## config.mk

```make
export PLATFORM = sky130hd
export DESIGN_NAME = err_capture_unit
export DESIGN_NICKNAME = d
export VERILOG_FILES = /design/src/rtl/errcap_pkg.sv /design/src/rtl/errcap_group.sv /design/src/rtl/errcap_tag_hold.sv /design/src/rtl/errcap_notify.sv /design/src/rtl/err_capture_unit.sv
export SDC_FILE = /design/constraint.sdc
export NUM_CORES = 1
export LEC_CHECK = 0
export ABC_AREA = 1
export ABC_CLOCK_PERIOD_IN_PS = 2080
export BUFFER_PORTS_ARGS = -buffer_cell sky130_fd_sc_hd__clkbuf_2
export CAP_MARGIN = 20
export CORE_UTILIZATION = 49
export DETAILED_ROUTE_END_ITERATION = 16
export PLACE_DENSITY_LB_ADDON = 0.1
export SLEW_MARGIN = 20
export SYNTH_ARGS = -nofsm -noshare
export SYNTH_HDL_FRONTEND = slang
export SYNTH_SLANG_ARGS = --single-unit
```

## constraint.sdc

```tcl
create_clock -name clk -period 2.08 [get_ports clk]
set_input_delay 0.208 -clock clk [delete_from_list [all_inputs] [get_ports clk]]
set_output_delay 0.208 -clock clk [all_outputs]
set_load 0.005 [all_outputs]
```

## src/rtl/errcap_pkg.sv

```systemverilog
// Shared kind encodings and derived widths for the error capture unit.
package errcap_pkg;
    typedef enum logic [2:0] {
        BK_CORR   = 3'd0,
        BK_UNCORR = 3'd1,
        BK_HARD   = 3'd2,
        BK_TADDR  = 3'd3,
        BK_TCTL   = 3'd4
    } bus_kind_e;

    typedef enum logic [1:0] {
        FK_PAR = 2'd0,
        FK_SBE = 2'd1,
        FK_DBE = 2'd2
    } fill_kind_e;

    localparam int CMD_W       = 3;
    localparam int BUS_CLS_W   = 5;
    localparam int FILL_CLS_W  = 3;
    localparam int BUS_STAT_W  = BUS_CLS_W + 2;
    localparam int FILL_STAT_W = FILL_CLS_W + 2;
endpackage

```

## src/rtl/errcap_group.sv

```systemverilog
// One locking capture group. It loads class bits and payload on the first
// event while unlocked, then freezes until unlock_wr. A later uncorrectable
// event sets the sticky fatal bit. Assumes evt_vld is already qualified to
// legal kinds and evt_cls is one-hot.
module errcap_group #(
    parameter int CLS_W = 5,
    parameter int PAY_W = 8
) (
    input  logic             clk,
    input  logic             rst_n,
    input  logic             evt_vld,
    input  logic [CLS_W-1:0] evt_cls,
    input  logic             evt_uncorr,
    input  logic [PAY_W-1:0] evt_pay,
    input  logic             unlock_wr,
    output logic [CLS_W-1:0] cls_q,
    output logic [PAY_W-1:0] pay_q,
    output logic             locked_q,
    output logic             fatal_q,
    output logic             cap_o,
    output logic             hold_o
);
    // Lock that survives this edge, and capture when the group is open.
    always_comb begin
        hold_o = locked_q & ~unlock_wr;
        cap_o  = evt_vld & ~hold_o;
    end

    // Capture, unlock or fatal update of the group registers.
    always_ff @(posedge clk) begin
        if (!rst_n) begin
            cls_q    <= '0;
            pay_q    <= '0;
            locked_q <= 1'b0;
            fatal_q  <= 1'b0;
        end else if (cap_o) begin
            cls_q    <= evt_cls;
            pay_q    <= evt_pay;
            locked_q <= 1'b1;
            fatal_q  <= 1'b0;
        end else if (unlock_wr) begin
            locked_q <= 1'b0;
            fatal_q  <= 1'b0;
        end else if (evt_vld && evt_uncorr) begin
            fatal_q  <= 1'b1;
        end
    end
endmodule

```

## src/rtl/errcap_tag_hold.sv

```systemverilog
// Shared tag probe snapshot. It loads on a capture only when no group keeps
// its lock through the edge.
module errcap_tag_hold #(
    parameter int TAG_W = 16
) (
    input  logic             clk,
    input  logic             rst_n,
    input  logic             load,
    input  logic [TAG_W-1:0] tag_in,
    output logic [TAG_W-1:0] tag_q
);
    // Snapshot register.
    always_ff @(posedge clk) begin
        if (!rst_n)    tag_q <= '0;
        else if (load) tag_q <= tag_in;
    end
endmodule

```

## src/rtl/errcap_notify.sv

```systemverilog
// Notification outputs. The corrected-read interrupt is a level held until
// acknowledged, and a new event wins over the ack. The machine check is a
// one-cycle pulse per cycle with an enabled uncorrectable event.
module errcap_notify (
    input  logic clk,
    input  logic rst_n,
    input  logic corr_evt,
    input  logic uncorr_evt,
    input  logic mchk_en,
    input  logic crd_ack,
    output logic crd_irq,
    output logic mchk_pulse
);
    // Interrupt level and machine-check pulse registers.
    always_ff @(posedge clk) begin
        if (!rst_n) begin
            crd_irq    <= 1'b0;
            mchk_pulse <= 1'b0;
        end else begin
            if (corr_evt)     crd_irq <= 1'b1;
            else if (crd_ack) crd_irq <= 1'b0;
            mchk_pulse <= uncorr_evt & mchk_en;
        end
    end
endmodule

```

## src/rtl/err_capture_unit.sv

```systemverilog
// Top of the locking hardware error capture unit. It decodes the bus and fill
// kind codes, feeds the two capture groups, the shared tag snapshot and the
// notifier. Assumes at most one bus and one fill event per cycle.
module err_capture_unit
    import errcap_pkg::*;
#(
    parameter int ADDR_W = 34,
    parameter int SYN_W  = 8,
    parameter int TAG_W  = 16
) (
    input  logic                   clk,
    input  logic                   rst_n,
    input  logic                   mchk_en,
    input  logic                   bus_err_vld,
    input  logic [2:0]             bus_err_kind,
    input  logic [ADDR_W-1:0]      bus_err_addr,
    input  logic [CMD_W-1:0]       bus_err_cmd,
    input  logic [TAG_W-1:0]       probe_tag,
    input  logic                   fill_err_vld,
    input  logic [1:0]             fill_err_kind,
    input  logic [ADDR_W-1:0]      fill_err_addr,
    input  logic [SYN_W-1:0]       fill_err_syn,
    input  logic                   bus_unlock_wr,
    input  logic                   fill_unlock_wr,
    input  logic                   crd_ack,
    output logic [BUS_STAT_W-1:0]  bus_status,
    output logic [ADDR_W-1:0]      bus_addr,
    output logic [CMD_W-1:0]       bus_cmd,
    output logic [FILL_STAT_W-1:0] fill_status,
    output logic [ADDR_W-1:0]      fill_addr,
    output logic [SYN_W-1:0]       fill_syn,
    output logic [TAG_W-1:0]       tag_snap,
    output logic                   tag_force_miss,
    output logic                   crd_irq,
    output logic                   mchk_pulse
);
    localparam int BUS_PAY_W  = CMD_W + ADDR_W;
    localparam int FILL_PAY_W = SYN_W + ADDR_W;

    logic [BUS_CLS_W-1:0]  bus_cls;
    logic                  bus_legal, bus_unc, bus_cor;
    logic [FILL_CLS_W-1:0] fill_cls;
    logic                  fill_legal, fill_unc, fill_cor;

    // Bus kind decode into a one-hot class and a correctability flag.
    always_comb begin
        bus_cls   = '0;
        bus_legal = 1'b1;
        bus_unc   = 1'b1;
        case (bus_err_kind)
            BK_CORR:   begin bus_cls[0] = 1'b1; bus_unc = 1'b0; end
            BK_UNCORR: bus_cls[1] = 1'b1;
            BK_HARD:   bus_cls[2] = 1'b1;
            BK_TADDR:  bus_cls[3] = 1'b1;
            BK_TCTL:   bus_cls[4] = 1'b1;
            default:   begin bus_legal = 1'b0; bus_unc = 1'b0; end
        endcase
        bus_cor        = bus_err_vld & bus_legal & ~bus_unc;
        tag_force_miss = bus_err_vld & (bus_cls[3] | bus_cls[4]);
    end

    // Fill kind decode into a one-hot class and a correctability flag.
    always_comb begin
        fill_cls   = '0;
        fill_legal = 1'b1;
        fill_unc   = 1'b1;
        case (fill_err_kind)
            FK_PAR:  fill_cls[0] = 1'b1;
            FK_SBE:  begin fill_cls[1] = 1'b1; fill_unc = 1'b0; end
            FK_DBE:  fill_cls[2] = 1'b1;
            default: begin fill_legal = 1'b0; fill_unc = 1'b0; end
        endcase
        fill_cor = fill_err_vld & fill_legal & ~fill_unc;
    end

    logic                  bus_ev, fill_ev;
    logic [BUS_CLS_W-1:0]  bus_cls_q;
    logic [BUS_PAY_W-1:0]  bus_pay_q;
    logic                  bus_lk, bus_ft, bus_cap, bus_hold;
    logic [FILL_CLS_W-1:0] fill_cls_q;
    logic [FILL_PAY_W-1:0] fill_pay_q;
    logic                  fill_lk, fill_ft, fill_cap, fill_hold;

    assign bus_ev  = bus_err_vld & bus_legal;
    assign fill_ev = fill_err_vld & fill_legal;

    errcap_group #(.CLS_W(BUS_CLS_W), .PAY_W(BUS_PAY_W)) u_bus_grp (
        .clk(clk), .rst_n(rst_n),
        .evt_vld(bus_ev), .evt_cls(bus_cls), .evt_uncorr(bus_unc),
        .evt_pay({bus_err_cmd, bus_err_addr}), .unlock_wr(bus_unlock_wr),
        .cls_q(bus_cls_q), .pay_q(bus_pay_q), .locked_q(bus_lk),
        .fatal_q(bus_ft), .cap_o(bus_cap), .hold_o(bus_hold)
    );

    errcap_group #(.CLS_W(FILL_CLS_W), .PAY_W(FILL_PAY_W)) u_fill_grp (
        .clk(clk), .rst_n(rst_n),
        .evt_vld(fill_ev), .evt_cls(fill_cls), .evt_uncorr(fill_unc),
        .evt_pay({fill_err_syn, fill_err_addr}), .unlock_wr(fill_unlock_wr),
        .cls_q(fill_cls_q), .pay_q(fill_pay_q), .locked_q(fill_lk),
        .fatal_q(fill_ft), .cap_o(fill_cap), .hold_o(fill_hold)
    );

    errcap_tag_hold #(.TAG_W(TAG_W)) u_tag (
        .clk(clk), .rst_n(rst_n),
        .load((bus_cap | fill_cap) & ~(bus_hold | fill_hold)),
        .tag_in(probe_tag), .tag_q(tag_snap)
    );

    errcap_notify u_ntf (
        .clk(clk), .rst_n(rst_n),
        .corr_evt(bus_cor | fill_cor),
        .uncorr_evt((bus_err_vld & bus_unc) | (fill_err_vld & fill_unc)),
        .mchk_en(mchk_en), .crd_ack(crd_ack),
        .crd_irq(crd_irq), .mchk_pulse(mchk_pulse)
    );

    // Register views assembled for software.
    always_comb begin
        bus_status  = {bus_lk, bus_ft, bus_cls_q};
        bus_addr    = bus_pay_q[ADDR_W-1:0];
        bus_cmd     = bus_pay_q[BUS_PAY_W-1:ADDR_W];
        fill_status = {fill_lk, fill_ft, fill_cls_q};
        fill_addr   = fill_pay_q[ADDR_W-1:0];
        fill_syn    = fill_pay_q[FILL_PAY_W-1:ADDR_W];
    end
endmodule

```

; After elaboration in Yosys (flattened, before gate mapping)
; Index checks and enable logic that the tools add are counted.
[op_classes]
n_reduce_logical = 13
n_eq_ne = 6
bitwise_logic = 26
muxes = 18
[ops]
columns = op, n
row1 = 2-to-1 mux 1 bit, 18
row2 = bitwise AND 1 bit, 13
row3 = OR reduction 3 bit, 3
row4 = NOT 1 bit, 8
row5 = "== test 3 x 2 -> 1 bit, second input constant", 2
row6 = nonzero test 2 bit, 3
row7 = OR 1 bit, 5
row8 = OR reduction 5 bit, 1
row9 = OR reduction 4 bit, 1
row10 = "== test 3 x 1 -> 1 bit, second input constant", 1
row11 = "== test 3 bit, second input constant", 1
row12 = logical NOT 3 bit, 1
row13 = "== test 2 x 1 -> 1 bit, second input constant", 1
row14 = "== test 2 bit, second input constant", 1
row15 = logical AND 1 bit, 2
row16 = logical NOT 2 bit, 1
row17 = OR reduction 2 bit, 1
[totals]
inputBits = 108
out_inout_bits = 110
wordCells = 74
reg_bits = 109

; Logic depth before layout (Yosys ltp)
; Gate-level depths: netlist of the first run.
[depth]
ltp_word = 7
depth_mapped = 8

; Cells and area by module
; A second synthesis of the first run with hierarchy kept.
[unflattened]
hier_cells = 738
area_unflattened_um2 = 5306.3
[by_module_without_submodules]
columns = mod, area_each_um2, n_inst, cells_per_inst
row1 = errcap_group (u_fill_grp), 2273.4, 1, 306
row2 = errcap_group (u_bus_grp), 2132.0, 1, 287
row3 = errcap_tag_hold, 674.4, 1, 101
row4 = err_capture_unit, 155.1, 1, 35
row5 = errcap_notify, 71.3, 1, 9

; Worst setup path before layout of the first run
; No wires, ideal clock.
[synth_timing]
path_kind = reg2reg
from = register u_bus_grp.locked_q
to = register u_tag.tag_q[4]
slack_ns = 0.958
t_required_ns = 1.965
period_less_slack_ns = 1.122
stages_incl_launch_ff = 8
setup_time_ns = 0.115
n_path_buf = 1
t_arrival_ns = 1.007
path_cell_list = dfxtp_1 -> nand2_4 -> nand2_1 -> inv_2 -> clkbuf_1 -> nand3_1 -> nand2_1 -> nor2_1
[synth_via]
elab_chain_cells = 5
elab_cells_between_ends = 7
cone_classes = bitwise: 7
[synth_rtl]
columns = element, line_no
row1 = from (decl), errcap_group.sv:18  ; output logic locked_q,
row2 = from (signal assigned), errcap_group.sv:34  ; locked_q <= 1'b0;
row3 = from (signal assigned), errcap_group.sv:39  ; locked_q <= 1'b1;
row4 = from (signal assigned), errcap_group.sv:42  ; locked_q <= 1'b0;
row5 = bitwise AND 1 bit *, errcap_group.sv:25  ; hold_o = locked_q & ~unlock_wr;
row6 = NOT 1 bit, errcap_group.sv:26  ; cap_o = evt_vld & ~hold_o;
row7 = bitwise AND 1 bit, errcap_group.sv:26
row8 = OR 1 bit, err_capture_unit.sv:105  ; .load((bus_cap | fill_cap) & ~(bus_hold | fill_hold)),
row9 = bitwise AND 1 bit *, err_capture_unit.sv:105
row10 = to (signal assigned), errcap_tag_hold.sv:15  ; else if (load) tag_q <= tag_in;
row11 = to (decl), errcap_tag_hold.sv:10  ; output logic [TAG_W-1:0] tag_q
; Mark *: on every way between the ends. The rest lies on a longest branch, timed or not.
; A chain may end at the register's enable or synchronous reset.

; Worst setup path after layout of the first run
[layout_timing]
from = register u_fill_grp.locked_q
to = register u_fill_grp.pay_q[1]
[layout_via]
elab_chain_cells = 3
[layout_rtl]
columns = element, line_no
row1 = from (decl), errcap_group.sv:18
row2 = from (signal assigned), errcap_group.sv:34
row3 = from (signal assigned), errcap_group.sv:39
row4 = from (signal assigned), errcap_group.sv:42
row5 = bitwise AND 1 bit, errcap_group.sv:25
row6 = NOT 1 bit, errcap_group.sv:26
row7 = bitwise AND 1 bit, errcap_group.sv:26
row8 = to (signal assigned), errcap_group.sv:38  ; pay_q <= evt_pay;
row9 = to (decl), errcap_group.sv:17  ; output logic [PAY_W-1:0] pay_q,
; No other way between the ends.

==> impl_metrics.yaml, run 1 <==
placement:
  placedInstanceArea_um2: 5240
  port_buffers: 217
  place_congestion: 0.779
  place_hpwl_mm: 7.80
floorplanning:
  die_w_um: 94.8
  initial_core_util_pct: 51.1
  die_h_um: 94.8
  num_rows: 33
  io_pins: 218
  die-area_um2: 8990
  coreArea_um2: 8260
synth:
  synth_nets: 650
  synth_top_cell_by_area: "dfxtp_1"
  syn_avg_cell_area_um2: 7.79
  yosysWarningCount: 0
  syn_inst: 542
  synth_cell_types: 24
  synth_top_area_share_pct: 51.7
  synth_edf_count: 0
  synthArstFlopShare_pct: 0
  synthFlopType: "dfxtp_1"
  mappedNetlistArea_um2: 4220
  yosys-top-cells-count: "dfxtp_1, nor2_1, nand2_1, a21oi_1, nand4_1"
  yosys-top-cells-area: "dfxtp_1, nor2_1, a21oi_1"
  synth_most_common_cell: "dfxtp_1"
  ys_seq_elements: 109
  yosysSeqAreaShare_pct: 51.7
sta:
  final_max_slew_viol_count: 0
  setup_viol: 0
  slew-limit-headroom_pct: 66.5
  max_slew.worst_pin.slew_ps: 502
  setup_tns_ps: 0
  rsz0062_at_grt: "no"
  hold_violations: 0
  finalCritPeriodShare_pct: 68.1
  fmax_mhz: 706
  period_needed_ps: 1420
  fin_skew_ps: 11.6
global_route:
  grt_pass1_vias: 3834
  gr-usage-all-layers_pct: 24.4
  grt_pass1_wl_mm: 17.3
  grt_overflow: 0
  grt_start_max_net_pins: 50
  antenna_found_initial: 1
clock_tree:
  cts_buffers: 9
  cts_tree: "yes"
  cts_sinks: 109
  clockBufferDepth: 2
  insertion_delay_ps: 350
  post_cts_buffers: 0
  cts_root_buf: "clkbuf_8"
  clk_pin_slew_ps: 90
  cts.repair.resized: 0
  htree_levels: 3
  cts_hold_buf: 0
detailed_routing:
  top_layer: "met5"
  route.layer.met1.wl_mm: 4.52
  post_drt_wl_per_cell_um: 13.0
  drt_iter0_drc: 208
  via_per_inst: 5.03
  route.detailed.drc: 0
  ant_nets: 0
  met2_length_mm: 5.33
  dr_wl_met3_um: 892
  first_pass_iters: 7
  vias: 4235
  drt-total-wl_mm: 11.0
pwr:
  ir_worst_vdd_mv: 0.389
  power.leakage_nw: 2.67
  p_per_area_nw_per_um2: 776
cells_and_area:
  syn2layout_area_growth_pct: 28.6
  drive_above_1_share_pct: 34.3
  n_fill_cell: 779
  final_area_um2: 5430
  layout.nets: 840
  utilization_pct: 65.7
  diodes: 0
critical_path:
  cpMaxStageDelayCell: "dfxtp_1"
  crit_chain: "nand2_2 -> nand3_2 -> inv_2 -> buf_4 -> nor2_1 -> nor2_1"
  path_class: "reg2reg"
  path_buf_inv: 2
  critPathCaptureType: "flop"
  cp_data_required_time_ps: 2360
  arrival_ps: 1700
  start_kind: "flop"
  crit_fanout: 21
  cpPeakStageDelay_ps: 340
  crit_family: "buffers and inverters"
  worst_path_most_repeated_cell: "nor2_1"
outcome:
  outcome: "finished, final reports clean"
worst_hold_path:
  hold_path.class: "in2reg"
run:
  max_cap_viol_count: 0
==> worst paths after layout <==
kind              slack, ps  cells after the start                  end           startpoint
setup / recovery        660                      6  u_fill_grp.pay_q[1]  u_fill_grp.locked_q
hold / removal           50                      2   u_fill_grp.fatal_q       fill_unlock_wr
setup reg to reg        660                      6  u_fill_grp.pay_q[1]  u_fill_grp.locked_q
hold reg to reg         450                      2    u_bus_grp.fatal_q    u_bus_grp.fatal_q
==> worst reg2reg max path: stages (launching register included) <==
cell and delay, ps:
dfxtp_1 340, nand2_2 120, nand3_2 130, inv_2 310, buf_4 290, nor2_1 60
nor2_1 100
==> power by group <==
group | switching [mW] | internal, mW
combinational | 0.392 | 0.308
sequential | 0.0758 | 2.24
clock | 0.693 | 0.507
total | 1.16 | 3.05
==> layout by cell type (no fill, tap or decap) <==
cell type and count:
inv_1 25, o21a_1 1, nand3_2 2, or2_1 1, clkinvlp_4 3, dfxtp_1 109, nand3_1 21, nand2_2 2
nand2_1 68, nor4_1 1, o21ai_4 1, o21ai_1 36, a21oi_1 65, nand4_1 41, nor2_1 105, clkbuf_1 1
o21ai_0 6, inv_2 4, clkbuf_2 217, nand2_4 2, nor3_1 3, a31oi_1 1, buf_4 10, clkbuf_8 11
inv_6 1
==> registers in the layout (all words and copies together), names as in the netlist <==
| signal | flops |
|---|---|
| u_fill_grp.locked_q | 1 |
| u_tag.tag_q | 16 |
| u_bus_grp.pay_q | 37 |
| u_bus_grp.fatal_q | 1 |
| u_bus_grp.cls_q | 5 |
| u_bus_grp.locked_q | 1 |
| u_fill_grp.cls_q | 3 |
| u_fill_grp.fatal_q | 1 |
| u_ntf.crd_irq | 1 |
| u_ntf.mchk_pulse | 1 |
| u_fill_grp.pay_q | 42 |
==> cell type report <==
class                      instances  area (um^2)  share of cell area (%)
sequential                       109         2180                    40.2
multi-input combinational        356         1660                    30.6
timing repair buffer             227         1160                    21.4
clock buffer                      12          155                    2.86
tap                              105          131                    2.42
inverter                          29          109                    2.01
clock inverter                     4         31.3                   0.576
==> logic make-up after synthesis <==
| logic type | after synthesis | synth area share, % |
|---|---|---|
| AND/OR/NAND/NOR | 246 | 25.9 |
| flip-flops | 109 | 51.7 |
| buffers and inverters | 77 | 8.98 |
| AO/OA/AOI/OAI | 110 | 13.4 |
==> routing by layer <==
metal  vias up  GRT usage (%)
met5         -              0
met4         2           9.72
met2       141           41.2
li1       2172              -
met1      1904           29.1
met3        16           7.09
==> metrics by stage <==
stage          setup slack (ps)  std cells  power (mW)  hold slack [ps]
2_1_floorplan               958        542        2.76              287
3_3_place_gp                727        826        3.04              407
3_5_place_dp                672        826        3.06              412
4_1_cts                     655        842        4.25             36.8
5_1_grt                     518        842        4.45             27.6
6_report                    663        842        4.21             49.6
Note: power is estimated with default switching activity, not from simulation.
==> run 2: changes to the inputs <==
--- a/config.mk
+++ b/config.mk
@@ -6,10 +6,10 @@
 export NUM_CORES = 1
 export LEC_CHECK = 0
 export ABC_AREA = 1
-export ABC_CLOCK_PERIOD_IN_PS = 2080
+export ABC_CLOCK_PERIOD_IN_PS = 1300
 export BUFFER_PORTS_ARGS = -buffer_cell sky130_fd_sc_hd__clkbuf_2
 export CAP_MARGIN = 20
-export CORE_UTILIZATION = 49
+export CORE_UTILIZATION = 41
 export DETAILED_ROUTE_END_ITERATION = 16
 export PLACE_DENSITY_LB_ADDON = 0.1
 export SLEW_MARGIN = 20
==> constraint.sdc (replaced) <==
create_clock -name clk -period 1.3 [get_ports clk]
set_input_delay 0.13 -clock clk [delete_from_list [all_inputs] [get_ports clk]]
set_output_delay 0.13 -clock clk [all_outputs]
set_load 0.005 [all_outputs]
==> run 2 against run 1 <==
Wire length rose by 7.9%; non-clock buffer count up 29; clock-buffer cell count unchanged; sequential cell count is the same; critical path depth unchanged; total power is 75% higher; register-to-register slack worse by 570 ps; fmax rose by 18%; final cell count rose by 6.9%; clock power increased by 100%; highest routed layer is now met4.
==> impl_metrics.yaml, run 2 (synthesis gave the netlist of run 1 again) <==
outcome:
  outcome: "finished, final reports clean"
cells_and_area:
  fin_cells: 900
  final_common_cell: "clkbuf_2"
  regMostFlops: "u_fill_grp.pay_q"
  final_area_um2: 5850
  diodes: 0
  largest_reg_flops: 42
  n_fill_cell: 969
  layout.nets: 870
  syn2layout_area_growth_pct: 38.6
  top_regs: "u_fill_grp.pay_q (42), u_bus_grp.pay_q (37), u_tag.tag_q (16)"
  final_cell_mix: "clkbuf_2, dfxtp_1, nor2_1"
  drive_above_1_share_pct: 34.2
  utilization_pct: 59.3
worst_hold_path:
  hold_path.class: "in2reg"
clock_tree:
  insertion_delay_ps: 360
  cts_buffers: 9
  clk_pin_slew_ps: 100
  clockBufferDepth: 2
  htree_levels: 3
  cts_sinks: 109
  cts_root_buf: "clkbuf_8"
  cts_tree: "yes"
critical_path:
  critPathCaptureType: "flop"
  arrival_ps: 1490
  crit_chain: "nand2_2 -> nand3_4 -> inv_2 -> buf_12 -> nor2_1 -> nor2_1"
  cp_data_required_time_ps: 1590
  crit_fanout: 30
  path_class: "reg2reg"
  cpPeakStageDelay_ps: 330
  start_kind: "flop"
  path_buf_inv: 2
  cpMaxStageDelayCell: "dfxtp_1"
  worst_path_most_repeated_cell: "nor2_1"
  crit_family: "simple AND/OR/NAND/NOR gates"
detailed_routing:
  post_drt_wl_per_cell_um: 13.1
  first_pass_iters: 4
  via_per_inst: 4.87
  ant_nets: 0
  drt-total-wl_mm: 11.8
  route.detailed.drc: 0
  drt_iter0_drc: 95
  vias: 4382
floorplanning:
  num_rows: 36
  die_w_um: 103
  die-area_um2: 10700
  io_pins: 218
  initial_core_util_pct: 42.8
  coreArea_um2: 9860
  die_h_um: 103
placement:
  dp_cells: 862
  place_hpwl_mm: 8.34
  port_buffers: 217
  placedInstanceArea_um2: 5360
  post-place-ws_ps: 24.1
  place_congestion: 0.807
sta:
  setup_tns_ps: 0
  fin_skew_ps: 10.1
  rsz0062_at_grt: "no"
  setup_viol: 0
  holdWs_ps: 14.0
  fin_ws_ps: 95.9
  slew-limit-headroom_pct: 73.9
  hold_violations: 0
  max_slew.worst_pin.slew_ps: 392
  finalCritPeriodShare_pct: 92.6
  period_needed_ps: 1200
  final_max_slew_viol_count: 0
  fmax_mhz: 830
global_route:
  grt_pass1_wl_mm: 17.4
  grt_start_max_net_pins: 43
  grt_overflow: 0
  grt_pass1_vias: 3845
  gr-usage-all-layers_pct: 20.9
  antenna_found_initial: 0
pwr:
  power_mw: 7.38
  p_per_area_nw_per_um2: 1260
  power.leakage_nw: 2.85
  ir_worst_vdd_mv: 0.640
run:
  max_cap_viol_count: 0
==> run 2: final timing paths <==
kind                            cells after the start                   end           startpoint  slack, ps
worst max-delay path                                6  u_fill_grp.pay_q[14]  u_fill_grp.locked_q        100
worst min-delay path                                3  u_fill_grp.pay_q[15]    fill_err_addr[15]         10
worst max register to register                      6  u_fill_grp.pay_q[14]  u_fill_grp.locked_q        100
worst min register to register                      2     u_bus_grp.fatal_q    u_bus_grp.fatal_q        450
==> run 2: area by class of cell <==
cell class	instances	area (um^2)	share of cell area [%]
Sequential cell	109	2180	37.3
Clock buffer	12	145	2.48
Clock inverter	4	95.1	1.63
Inverter	29	111	1.90
Timing Repair Buffer	256	1450	24.9
Tap cell	133	166	2.84
Multi-Input combinational cell	357	1700	29.0
==> run 2: repair_timing <==
action | in CTS | in global routing
buffers inserted | 0 | 1
setup endpoints to repair | 0 | 22
gates resized for setup | 0 | 5
hold buffers | 20 | 0
endpoints found under the hold margin | 20 | 0
==> run 2: per-layer routing <==
| metal | track usage [%] | up-vias | part of all wire (%) |
|---|---|---|---|
| met3 | 5.44 | 21 | 6.8 |
| li1 | - | 2230 | - |
| met2 | 35.6 | 147 | 48 |
| met4 | 9.43 | 0 | 2.4 |
| met5 | 0 | - | 0 |
| met1 | 24.7 | 1984 | 43 |
==> run 2: tightest hold or removal path: cells and delay by family <==
family | cells | cell delay, ps
AOI/OAI and AO/OA | 1 | 70
buffers and inverters | 1 | 70
and+or+nand+nor | 1 | 70
==> run 2: where the power goes <==
group          switching, mW  internal (mW)
Clock                   1.11           1.33
Combinational          0.664          0.574
Sequential             0.119           3.58
Total                   1.90           5.48
